### src/rtl/ppd_pkg.sv
package ppd_pkg;

  localparam int OFF_W  = 12;
  localparam int LOFF_W = 8;

  typedef enum logic [1:0] {
    RG_SNOOP = 2'd0,
    RG_INTC  = 2'd1,
    RG_TIMER = 2'd2,
    RG_NONE  = 2'd3
  } region_e;

  // Group that an offset falls in.
  function automatic region_e region_of(logic [OFF_W-1:0] off);
    if (off < 12'h100)      return RG_SNOOP;
    else if (off < 12'h600) return RG_INTC;
    else if (off < 12'hB00) return RG_TIMER;
    else                    return RG_NONE;
  endfunction

  // Bank number of an explicit per-core window starting at base.
  function automatic logic [1:0] bank_of(logic [OFF_W-1:0] off, logic [OFF_W-1:0] base);
    logic [OFF_W-1:0] d;
    d = off - base;
    return d[9:8];
  endfunction

  // Configuration word: core mask from bit 4, count minus one in low bits.
  function automatic logic [31:0] cfg_word(int n);
    logic [31:0] mask;
    mask = (32'd1 << n) - 32'd1;
    return (mask << 4) | 32'(n - 1);
  endfunction

  function automatic logic known_reg(logic [LOFF_W-1:0] o);
    return (o == 8'h00) || (o == 8'h04) || (o == 8'h08) || (o == 8'h0C);
  endfunction

endpackage

### src/rtl/ppd_region_decode.sv
module ppd_region_decode
  import ppd_pkg::*;
#(
  parameter int NCPU = 4
) (
  input  logic [OFF_W-1:0]  off,
  input  logic [1:0]        cpu,
  output region_e           region,
  output logic [1:0]        tgt,
  output logic              tgt_ok,
  output logic [2:0]        tmr_idx,
  output logic [LOFF_W-1:0] loc_off
);

  always_comb begin
    region  = region_of(off);
    tgt     = cpu;
    loc_off = '0;
    case (region)
      RG_INTC: begin
        if (off >= 12'h200) tgt = bank_of(off, 12'h200);
        loc_off = off[7:0];
      end
      RG_TIMER: begin
        if (off >= 12'h700) tgt = bank_of(off, 12'h700);
        loc_off = {4'b0000, off[3:0]};
      end
      default: ;
    endcase
    tgt_ok  = int'(tgt) < NCPU;
    tmr_idx = {tgt, off[5]};
  end

endmodule

### src/rtl/ppd_snoop_regs.sv
module ppd_snoop_regs
  import ppd_pkg::*;
#(
  parameter int NCPU = 4,
  parameter int DW   = 32
) (
  input  logic              clk,
  input  logic              rst_n,
  input  logic              acc,
  input  logic              wr,
  input  logic [LOFF_W-1:0] off,
  input  logic              wbit,
  output logic [DW-1:0]     rdata,
  output logic              bad_off,
  output logic              en_q,
  output logic              err_q
);

  localparam logic [31:0] CFG = cfg_word(NCPU);

  assign bad_off = acc && !known_reg(off);

  always_ff @(posedge clk or negedge rst_n) begin
    if (!rst_n) begin
      en_q  <= 1'b0;
      err_q <= 1'b0;
    end else begin
      err_q <= bad_off;
      if (acc && wr && off == 8'h00) en_q <= wbit;
    end
  end

  always_comb begin
    rdata = '0;
    if (acc) begin
      case (off)
        8'h00:   rdata = DW'({31'b0, en_q});
        8'h04:   rdata = DW'(CFG);
        default: rdata = '0;
      endcase
    end
  end

endmodule

### src/rtl/ppd_route.sv
module ppd_route
  import ppd_pkg::*;
#(
  parameter int NCPU = 4,
  parameter int DW   = 32
) (
  input  logic                   valid,
  input  region_e                region,
  input  logic [1:0]             tgt,
  input  logic                   tgt_ok,
  input  logic [2:0]             tmr_idx,
  input  logic [DW-1:0]          snoop_rdata,
  input  logic [NCPU*DW-1:0]     gic_rdata,
  input  logic [2*NCPU*DW-1:0]   tmr_rdata,
  output logic [NCPU-1:0]        gic_sel,
  output logic [2*NCPU-1:0]      tmr_sel,
  output logic [DW-1:0]          rdata
);

  localparam int NTMR = 2 * NCPU;

  logic gic_hit, tmr_hit;
  assign gic_hit = valid && tgt_ok && region == RG_INTC;
  assign tmr_hit = valid && tgt_ok && region == RG_TIMER;

  for (genvar i = 0; i < NCPU; i++) begin : g_gic
    assign gic_sel[i] = gic_hit && (int'(tgt) == i);
  end
  for (genvar j = 0; j < NTMR; j++) begin : g_tmr
    assign tmr_sel[j] = tmr_hit && (int'(tmr_idx) == j);
  end

  always_comb begin
    rdata = snoop_rdata;
    for (int i = 0; i < NCPU; i++)
      if (gic_sel[i]) rdata = gic_rdata[i*DW +: DW];
    for (int j = 0; j < NTMR; j++)
      if (tmr_sel[j]) rdata = tmr_rdata[j*DW +: DW];
  end

endmodule

### src/rtl/core_local_decoder.sv
module core_local_decoder
  import ppd_pkg::*;
#(
  parameter int NCPU = 4,
  parameter int DW   = 32
) (
  input  logic                   clk,
  input  logic                   rst_n,
  input  logic                   req_valid,
  input  logic                   req_write,
  input  logic [11:0]            req_off,
  input  logic [1:0]             req_cpu,
  input  logic [DW-1:0]          req_wdata,
  output logic [DW-1:0]          rsp_rdata,
  output logic                   rsp_err,
  output logic [NCPU-1:0]        gic_sel,
  output logic [2*NCPU-1:0]      tmr_sel,
  output logic [7:0]             fwd_offset,
  output logic                   fwd_write,
  output logic [DW-1:0]          fwd_wdata,
  input  logic [NCPU*DW-1:0]     gic_rdata,
  input  logic [2*NCPU*DW-1:0]   tmr_rdata
);

  region_e           region;
  logic [1:0]        tgt;
  logic              tgt_ok;
  logic [2:0]        tmr_idx;
  logic [LOFF_W-1:0] loc_off;
  logic [DW-1:0]     snoop_rdata;
  logic              snoop_acc;
  logic              bad_off;
  logic              coh_en;
  logic              err_q;

  ppd_region_decode #(.NCPU(NCPU)) u_dec (
    .off     (req_off),
    .cpu     (req_cpu),
    .region  (region),
    .tgt     (tgt),
    .tgt_ok  (tgt_ok),
    .tmr_idx (tmr_idx),
    .loc_off (loc_off)
  );

  assign snoop_acc = req_valid && region == RG_SNOOP;

  ppd_snoop_regs #(.NCPU(NCPU), .DW(DW)) u_regs (
    .clk     (clk),
    .rst_n   (rst_n),
    .acc     (snoop_acc),
    .wr      (req_write),
    .off     (req_off[7:0]),
    .wbit    (req_wdata[0]),
    .rdata   (snoop_rdata),
    .bad_off (bad_off),
    .en_q    (coh_en),
    .err_q   (err_q)
  );

  ppd_route #(.NCPU(NCPU), .DW(DW)) u_route (
    .valid       (req_valid),
    .region      (region),
    .tgt         (tgt),
    .tgt_ok      (tgt_ok),
    .tmr_idx     (tmr_idx),
    .snoop_rdata (snoop_rdata),
    .gic_rdata   (gic_rdata),
    .tmr_rdata   (tmr_rdata),
    .gic_sel     (gic_sel),
    .tmr_sel     (tmr_sel),
    .rdata       (rsp_rdata)
  );

  assign rsp_err    = err_q;
  assign fwd_offset = loc_off;
  assign fwd_write  = req_valid && req_write && ((|gic_sel) || (|tmr_sel));
  assign fwd_wdata  = req_wdata;

endmodule

### config.mk
export PLATFORM = sky130hd
export DESIGN_NAME = core_local_decoder
export DESIGN_NICKNAME = d
export VERILOG_FILES = /design/src/rtl/ppd_pkg.sv /design/src/rtl/ppd_region_decode.sv /design/src/rtl/ppd_snoop_regs.sv /design/src/rtl/ppd_route.sv /design/src/rtl/core_local_decoder.sv
export SDC_FILE = /design/constraint.sdc
export NUM_CORES = 1
export LEC_CHECK = 0
export ABC_AREA = 1
export CELL_PAD_IN_SITES_DETAIL_PLACEMENT = 2
export CELL_PAD_IN_SITES_GLOBAL_PLACEMENT = 2
export CORE_MARGIN = 2
export CORE_UTILIZATION = 11
export DETAILED_ROUTE_END_ITERATION = 10
export GPL_ROUTABILITY_DRIVEN = 0
export MAX_ROUTING_LAYER = met4
export PLACE_DENSITY = 0.83
export SLEW_MARGIN = 20
export SYNTH_ARGS = -nofsm -noshare
export SYNTH_HDL_FRONTEND = slang
export SYNTH_SLANG_ARGS = --single-unit
### constraint.sdc
create_clock -name clk -period 7.2 [get_ports clk]
set_input_delay 1.8 -clock clk [delete_from_list [all_inputs] [get_ports clk]]
set_output_delay 1.8 -clock clk [all_outputs]
set_load 0.05 [all_outputs]
==> summary.txt <==
Vias in the first global route -> 8951
Post-synthesis sequential area ratio -> 0.0112
Number of port buffers -> 457
Leakage power -> 4.29 nW
Clock sink total -> 2
Worst clock skew -> 0 ns
DIE AREA -> 42100 um2
Nets -> 1768
Worst Slack Setup Final -> 0.240 ns
Largest net degree at the start of global routing -> 38
Slew headroom -> 0.646
Dominant cells by area after synthesis -> nand2_1, nor2_1, buf_4, a21oi_1, a221oi_1
WHS Endpoint -> u_regs.en_q
Core ar. -> 39800 um2
GRT overflow -> 0
Area Growth Syn to Fin -> 125%
CTS tree -> built
Die Wd -> 205 um
Root buffer cell -> clkbuf_16
CP Capture Type -> output pin
First-pass GRT wire length -> 57100 um
Worst vdd ir -> 0.0450 mV
Overall power -> 0.000829 W
Status -> completed
RSZ-0062 raised after global routing -> false
Synth unique cells -> 43
Post-CTS Hold Fix Bufs -> 0
Number of iterations in the first detailed-routing pass -> 4
DR WL/cell -> 22.0 um
Syn nets -> 1327
Maximum clock path buffer count -> 2
DR vias -> 7917
Pins Over Slew Limit -> 0
Clock-pin slew on the worst setup and hold paths -> 0.03 ns
H-tree levels -> 1
Cell count of the worst reg-to-reg path -> 1
Gr usage total -> 0.190
Worst-margin pin slew -> 0.529 ns
Layout cells sized above 1 -> 0.133
Tmin final -> 6.96 ns
Synth Cell Area -> 4460 um2
Primary FF master, synth -> dfrtp_1
Hold Vio Cnt, Final -> 0
Syn avg cell area -> 5.02 um2
Largest stage delay, worst path -> 0.35 ns
# DRC -> 0
R2R Path Start -> u_regs.en_q
Hold path start -> u_regs.en_q
Buf/Inv on CP -> 7
Most Frequent Cell on Critical Path -> nand2_1
Die Ht -> 205 um
R2r endpoint -> u_regs.en_q
Hold Crit Depth -> 1
Worst Path Class, Setup -> input pin to output pin
Yosys reg bits -> 2
Setup violations, final -> 0
Post-synth EDFFs -> 0
Starting Density -> 0.112
CP top delay family -> buffers and inverters
Biggest area consumer among synthesized cells -> nand2_1
Crit-path cells -> dlygate4sd2_1, ha_1, o21ai_1, a22oi_2, inv_2, ha_4, nand2_1, clkinv_1, nand2_1, nand2_1, nand2_4, inv_2, nand2_2, nor2_4, buf_4, buf_4, a221oi_2, nand2_1, nand3_1, nand3_1, nand2_1, nand2_1, buf_4
WL final -> 40900 um
Hold Path Class -> flip-flop to flip-flop
Initial DRC count -> 288
I/O pin cnt -> 520
Slowest CP cell -> dlygate4sd2_1
Synth Instances -> 887
Power Density -> 82.8 nW/um2
TritonCTS buffer count -> 3
Max FO, Critical Path -> 7
HPWL after detailed placement -> 35400 um
Max-cap violations -> 0
FFs w/ async S/R, synth -> 1.00
Row cnt -> 73
Syn. warnings -> 0
Final period utilization -> 0.967
Critical path data required time -> 5.40 ns
Vias per std cell -> 4.26
Hold_ws -> 0.533 ns
Final ANT Viol Nets -> 0
Skew-Pair Late Insertion Delay -> 0.22 ns
Setup Slack @ Placement -> -0.368 ns
Antenna violations before repair -> 7
Fmax -> 0.144 GHz
Worst Path Arrival -> 5.16 ns
Crit start category -> input pin
Synth top area share -> 0.317
Setup TNS -> 0 ns
FF-to-FF setup slack -> 6.43 ns
==> through the flow <==
stage	utilization	cell area, um2	instances
after CTS	0.249	9930	1848
after global placement	0.244	9740	1837
after floorplan	-	4460	887
final	0.251	10000	1858
after detailed placement	0.244	9740	1837
after global routing	0.251	10000	1858
==> power by group <==
group | switching [W] | internal, W | total, W
Sequential | 0.0000000677 | 0.0000116 | 0.0000117
Clock | 0.0000140 | 0.0000708 | 0.0000848
Combinational | 0.000382 | 0.000351 | 0.000733
Total | 0.000396 | 0.000433 | 0.000829
==> cell usage in the layout (no fill, tap or decap), types with 3 or more instances in the layout <==
master / count
diode_2: 7
nor2_1: 98
nand4_1: 13
buf_12: 28
ha_4: 3
a21boi_1: 3
nand3_1: 34
o211ai_1: 5
nand2_1: 375
or2_2: 4
or2_1: 3
clkbuf_16: 3
nand2_2: 9
clkinv_1: 3
nor2_2: 3
inv_2: 12
a211oi_1: 4
nor3_1: 4
nand2_4: 5
a21oi_1: 37
o21ai_1: 20
a22o_1: 9
dlymetal6s2s_1: 3
inv_1: 47
buf_4: 77
o22ai_1: 4
o21ai_0: 35
a221oi_1: 22
clkdlybuf4s50_1: 409
nor2_4: 10
o221a_2: 6
o221ai_1: 9
ha_1: 3
==> layer usage <==
metal,GRT usage,up-vias,part of all wire
li1,-,3759,-
met1,0.210,3795,0.39
met2,0.358,301,0.53
met3,0.0203,62,0.054
met4,0.0527,0,0.028
met5,-,-,0
==> worst max path at each step <==
| stage | endpoint | cells past startpoint | slack, ns | start |
|---|---|---|---|---|
| finish | rsp_rdata[1] | 23 | 0.24 | req_off[9] |
| global route | rsp_rdata[17] | 28 | 0.002 | req_off[9] |
| CTS | rsp_rdata[17] | 26 | 0.01 | req_off[8] |
| detailed placement | rsp_rdata[14] | 22 | -0.37 | req_off[9] |
| global placement | rsp_rdata[14] | 22 | -0.21 | req_off[9] |
| floorplan | rsp_rdata[31] | 16 | 0.57 | req_off[9] |
==> logic make-up (layout without fill, tap and decap cells) <==
| kind of cell | after synthesis | after routing | share of synthesized area |
|---|---|---|---|
| AO/OA/AOI/OAI | 169 | 169 | 0.256 |
| other | 0 | 7 | 0 |
| AND/OR/NAND/NOR | 561 | 561 | 0.526 |
| buffers and inverters | 148 | 587 | 0.188 |
| flip-flops | 2 | 2 | 0.0112 |
| adder cells (fa/ha/maj) | 6 | 6 | 0.0168 |
| multiplexers | 1 | 1 | 0.00253 |
==> what timing repair did <==
| action | 4_1_cts | 5_1_grt |
|---|---|---|
| endpoints found under the setup margin | 32 | 32 |
| buffers inserted | 8 | 3 |
| pin swaps | 2 | 5 |
| gates resized for setup | 14 | 10 |
==> final cells by class <==
type | count | area [um2]
multi-input combinational | 737 | 3650
inverter | 63 | 239
tap | 525 | 657
antenna | 7 | 17.5
timing repair buffer | 521 | 5320
sequential | 2 | 50.0
fill | 4844 | 29800
clock buffer | 3 | 75.1
==> sequential cells by signal, indices dropped and copies added (netlist names) <==
register,count
u_regs.err_q,1
u_regs.en_q,1
==> synth_stat cells, types with 2 or more instances <==
library cell,count
o21bai_1,2
o221a_2,6
nor2_1,98
inv_2,12
a221oi_2,2
clkinv_1,3
nand3_1,34
or2_0,2
ha_1,6
o221ai_1,10
nor2_4,8
a221oi_1,22
a21oi_1,39
o211ai_2,2
inv_1,48
clkbuf_1,7
dfrtp_1,2
nand2_2,10
buf_2,23
o21ai_0,36
o21ai_1,20
nand2_1,376
a21boi_1,3
buf_6,13
buf_4,41
nor3_1,4
o211ai_1,5
a22o_1,9
a211oi_1,4
or2_1,3
or2_2,4
o22ai_1,4
nand4_1,13
nor2_2,5
nand2_4,3
No activity file was read; power rests on OpenSTA's default activity.
